**config.mk**
```make
export PLATFORM = sky130hd
export DESIGN_NAME = multi_level_chain_arbiter
export DESIGN_NICKNAME = d
export VERILOG_FILES = /design/src/rtl/bus_arb_pkg.sv /design/src/rtl/prio_pick.sv /design/src/rtl/link_cell.sv /design/src/rtl/daisy_level.sv /design/src/rtl/arb_ctrl.sv /design/src/rtl/multi_level_chain_arbiter.sv
export SDC_FILE = /design/constraint.sdc
export NUM_CORES = 1
export LEC_CHECK = 0
export ABC_AREA = 1
export BUFFER_PORTS_ARGS = -buffer_cell sky130_fd_sc_hd__buf_4
export CORE_ASPECT_RATIO = 1.4
export CORE_UTILIZATION = 30
export CTS_CLUSTER_SIZE = 16
export DETAILED_ROUTE_END_ITERATION = 12
export SLEW_MARGIN = 10
export SYNTH_ARGS = -nofsm -noshare
export SYNTH_HDL_FRONTEND = slang
export SYNTH_SLANG_ARGS = --single-unit
```
**constraint.sdc**
```tcl
create_clock -name clk -period 1 [get_ports clk]
set_input_delay 0.05 -clock clk [delete_from_list [all_inputs] [get_ports clk]]
set_output_delay 0.05 -clock clk [all_outputs]
set_load 0.02 [all_outputs]
```
**src/rtl/bus_arb_pkg.sv**
```systemverilog
package bus_arb_pkg;

  typedef enum logic [1:0] {
    ARB_IDLE  = 2'd0,
    ARB_OFFER = 2'd1,
    ARB_HELD  = 2'd2
  } arb_state_e;

endpackage

```
**src/rtl/prio_pick.sv**
```systemverilog
module prio_pick #(
  parameter int W = 4
) (
  input  logic [W-1:0] req,
  output logic [W-1:0] pick
);

  // Lowest index wins: scan from the top so the last hit is the lowest.
  always_comb begin
    pick = '0;
    for (int i = W - 1; i >= 0; i--) begin
      if (req[i]) begin
        pick    = '0;
        pick[i] = 1'b1;
      end
    end
  end

endmodule

```
**src/rtl/link_cell.sv**
```systemverilog
module link_cell (
  input  logic gin,
  input  logic req,
  output logic take,
  output logic gout
);

  assign take = gin & req;
  assign gout = gin & ~req;

endmodule

```
**src/rtl/daisy_level.sv**
```systemverilog
module daisy_level #(
  parameter int DEVS = 4
) (
  input  logic            grant_in,
  input  logic [DEVS-1:0] req,
  output logic [DEVS-1:0] take
);

  logic [DEVS:0] ripple;

  assign ripple[0] = grant_in;

  for (genvar d = 0; d < DEVS; d++) begin : g_cell
    link_cell u_cell (
      .gin  (ripple[d]),
      .req  (req[d]),
      .take (take[d]),
      .gout (ripple[d+1])
    );
  end

endmodule

```
**src/rtl/arb_ctrl.sv**
```systemverilog
module arb_ctrl
  import bus_arb_pkg::*;
#(
  parameter int NUM_LVL = 4
) (
  input  logic               clk,
  input  logic               rst_n,
  input  logic [NUM_LVL-1:0] lvl_req,
  input  logic [NUM_LVL-1:0] lvl_pick,
  input  logic               bus_busy,
  output logic [NUM_LVL-1:0] lvl_grant
);

  arb_state_e         state_q, state_d;
  logic [NUM_LVL-1:0] lvl_q, lvl_d;
  logic               upd;

  always_comb begin
    state_d = state_q;
    lvl_d   = lvl_q;
    unique case (state_q)
      ARB_IDLE: begin
        if (!bus_busy && (|lvl_req)) begin
          state_d = ARB_OFFER;
          lvl_d   = lvl_pick;
        end
      end
      ARB_OFFER: begin
        if (bus_busy) begin
          state_d = ARB_HELD;
        end else if ((lvl_req & lvl_q) == '0) begin
          state_d = ARB_IDLE;
          lvl_d   = '0;
        end
      end
      ARB_HELD: begin
        if (!bus_busy) begin
          state_d = ARB_IDLE;
          lvl_d   = '0;
        end
      end
      default: begin
        state_d = ARB_IDLE;
        lvl_d   = '0;
      end
    endcase
  end

  assign upd = (state_d != state_q) || (lvl_d != lvl_q);

  always_ff @(posedge clk or negedge rst_n) begin
    if (!rst_n) begin
      state_q <= ARB_IDLE;
      lvl_q   <= '0;
    end else if (upd) begin
      state_q <= state_d;
      lvl_q   <= lvl_d;
    end
  end

  assign lvl_grant = lvl_q;

endmodule

```
**src/rtl/multi_level_chain_arbiter.sv**
```systemverilog
module multi_level_chain_arbiter #(
  parameter int NUM_LVL      = 4,
  parameter int DEVS_PER_LVL = 4
) (
  input  logic                            clk,
  input  logic                            rst_n,
  input  logic [NUM_LVL*DEVS_PER_LVL-1:0] dev_req,
  input  logic                            bus_busy,
  output logic [NUM_LVL-1:0]              lvl_grant,
  output logic [NUM_LVL*DEVS_PER_LVL-1:0] dev_grant
);

  localparam int NDEV = NUM_LVL * DEVS_PER_LVL;

  logic [1:0]         rst_pipe;
  logic               rst_sync_n;
  logic [NUM_LVL-1:0] lvl_req;
  logic [NUM_LVL-1:0] lvl_pick;
  logic [NDEV-1:0]    take_all;

  always_ff @(posedge clk or negedge rst_n) begin
    if (!rst_n) begin
      rst_pipe <= 2'b00;
    end else begin
      rst_pipe <= {rst_pipe[0], 1'b1};
    end
  end
  assign rst_sync_n = rst_pipe[1];

  for (genvar l = 0; l < NUM_LVL; l++) begin : g_lvl
    assign lvl_req[l] = |dev_req[l*DEVS_PER_LVL +: DEVS_PER_LVL];

    daisy_level #(.DEVS(DEVS_PER_LVL)) u_chain (
      .grant_in (lvl_grant[l]),
      .req      (dev_req[l*DEVS_PER_LVL +: DEVS_PER_LVL]),
      .take     (take_all[l*DEVS_PER_LVL +: DEVS_PER_LVL])
    );
  end

  prio_pick #(.W(NUM_LVL)) u_pick (
    .req  (lvl_req),
    .pick (lvl_pick)
  );

  arb_ctrl #(.NUM_LVL(NUM_LVL)) u_ctrl (
    .clk       (clk),
    .rst_n     (rst_sync_n),
    .lvl_req   (lvl_req),
    .lvl_pick  (lvl_pick),
    .bus_busy  (bus_busy),
    .lvl_grant (lvl_grant)
  );

  assign dev_grant = take_all;

endmodule

```
==> flow_summary.json <==
{
  "drt-total-wl_um": 1960,
  "fmax_mhz": 856,
  "die_h_um": 61.9,
  "antenna_cells": 0,
  "grt_overflow": 0,
  "netlist_area_um2": 769,
  "gp_congestion": 0.887,
  "cp-end-kind": "output pin",
  "syn-mean-instance-area_um2": 6.31,
  "hold_ws_ps": 108,
  "final_max_slew_viol_count": 0,
  "die_area_um2": 2770,
  "r2r_slack_ps": -110,
  "period_minus_slack_ps": 1170,
  "syn2layout_area_growth_pct": 74.1,
  "netlist_top_cells_area": "dfrtp_1 (26%), buf_4 (20%), nand2_1 (18%)",
  "final_area_um2": 1340,
  "clock_skew_ps": 0.332,
  "synthCells": 122,
  "ios": 39,
  "cp-start-kind": "flip-flop",
  "numCtsBuffers": 3,
  "via_count": 852,
  "synth_ff_type": "dfrtp_1",
  "h-tree-depth": 1,
  "final_nets": 189,
  "hp-class": "reg2async",
  "ant_nets": 0,
  "cts_tree": "done",
  "grt_pass1_vias": 773,
  "drtIter0Drc": 13,
  "setup-tns-final_ps": -2310,
  "hold_violations": 0,
  "start_util": 0.318,
  "ir_worst_vdd_mv": 1.41,
  "reg2reg_to": "u_ctrl.lvl_grant[0]",
  "core-area_um2": 2420,
  "power_per_cell_area_nw_per_um2": 2140,
  "grt_first_pass_wirelength_um": 2930,
  "clk_pin_slew_ps": 50,
  "fin_util": 0.554,
  "synth_common_cells": "nand2_1 (36), buf_4 (20), inv_1 (17), nor2_1 (16)",
  "min_period_over_period": 1.17,
  "track_usage": 0.143,
  "clock_path_buffers": 2,
  "synthArstFlopShare": 1.00,
  "synth-edff-count": 0,
  "clock_latency_ps": 250,
  "layout-drive-gt1-share": 0.607,
  "layout_setup_ws_ps": -168,
  "critPathMaxFanout": 3,
  "num_rows": 21,
  "placed_cell_area_um2": 1050,
  "antenna_found_initial": 0,
  "violations": "setup timing",
  "wl_per_cell_um": 9.71,
  "netlist.area_leader.share": 0.260,
  "synth.ff_latch_count": 8,
  "rsz0062_at_grt": "true",
  "r2r_cells": 7,
  "chipWidth_um": 44.8,
  "finalSetupViolations": 23,
  "path_class": "reg2out",
  "drc": 0,
  "yosys.cell_count.top_type": "nand2_1",
  "via_per_inst": 4.22,
  "yosys.area.top_type": "dfrtp_1",
  "port_buffers": 38,
  "cts_num_sinks": 8,
  "cts_root_buffer": "clkbuf_4",
  "required_ps": 950,
  "leakagePower_nw": 0.733,
  "first_pass_iters": 4,
  "grt_max_degree": 7,
  "syn_nets": 141,
  "pre_cts_ws_ps": -31.9,
  "yosysSeqAreaShare": 0.260,
  "crit_arrival_ps": 1120,
  "drv_cap": 0,
  "status": "finished with violations",
  "dp_hpwl_um": 1400,
  "ys_types": 15,
  "yosys_warnings": 0,
  "worst_r2r_startpoint": "u_ctrl.lvl_grant[1]"
}
-- routing by layer --
metal  up-vias  wire (µm)  GRT usage
met2        20       1140      0.273
met5         -          0          0
met1       392        745      0.151
met4         0          0     0.0693
li1        440          -          -
met3         0         80     0.0202
-- metrics by stage --
stage,instances,power (W)
after detailed placement,187,0.00192
after global placement,187,0.00191
final,202,0.00287
after CTS,199,0.00261
after floorplan,122,0.00147
after global routing,202,0.00310
-- registers in the layout (all words and copies together), names as in the netlist --
name              count
u_ctrl.state_q        2
u_ctrl.lvl_grant      4
rst_pipe              2
-- cell usage in the layout, fill, tap and decap left out, drive strengths merged, types with 2 or more instances in the layout --
master,count
clkbuf,3
nor3b,4
inv,17
nand2,41
nor2,20
dfrtp,8
dlygate4sd3,2
buf,61
nand3,8
-- cell type report --
class	count	area, µm²
repair buffers	63	549
flip-flops and latches	8	200
fillers	249	1080
well taps	34	42.5
clock buffers	3	22.5
inverters	17	68.8
multi-input cells	77	457
-- worst max-delay path, cell delays in order (launching register included) --
cell     delay [ps]
dfrtp_1         410
buf_6           130
inv_4            30
nor3b_2         150
buf_4           160
-- worst max-delay path by stage --
| stage | start | endpoint | cells after the start |
|---|---|---|---|
| after floorplan | u_ctrl.state_q[0] | u_ctrl.lvl_grant[0] | 6 |
| after global placement | dev_req[12] | u_ctrl.lvl_grant[2] | 9 |
| after detailed placement | dev_req[10] | u_ctrl.lvl_grant[1] | 9 |
| after CTS | u_ctrl.lvl_grant[3] | dev_grant[14] | 5 |
| after global routing | u_ctrl.lvl_grant[0] | dev_grant[1] | 4 |
| final | u_ctrl.lvl_grant[0] | dev_grant[1] | 4 |
-- what timing repair did --
item	in CTS	in global routing
pin swaps	4	7
resized for setup	28	26
endpoints found under the setup margin	21	25
buffers inserted	7	3
hold endpoints to repair	3	0
hold buffers	2	0
-- logic make-up after synthesis --
kind of cell | after synthesis | share of synthesized area
AND/OR/NAND/NOR | 73 | 0.431
buffers and inverters | 37 | 0.278
flip-flops | 8 | 0.260
AO/OA/AOI/OAI | 3 | 0.0260
other | 1 | 0.00487
-- where the power goes --
group / switching, W / leakage (nW) / internal [W] / total, W
clock network: 0.000109 / 0.0138 / 0.000137 / 0.000246
registers: 0.000107 / 0.0994 / 0.000444 / 0.000551
logic: 0.000984 / 0.620 / 0.00108 / 0.00207
Power figures use the tool's default switching activity.
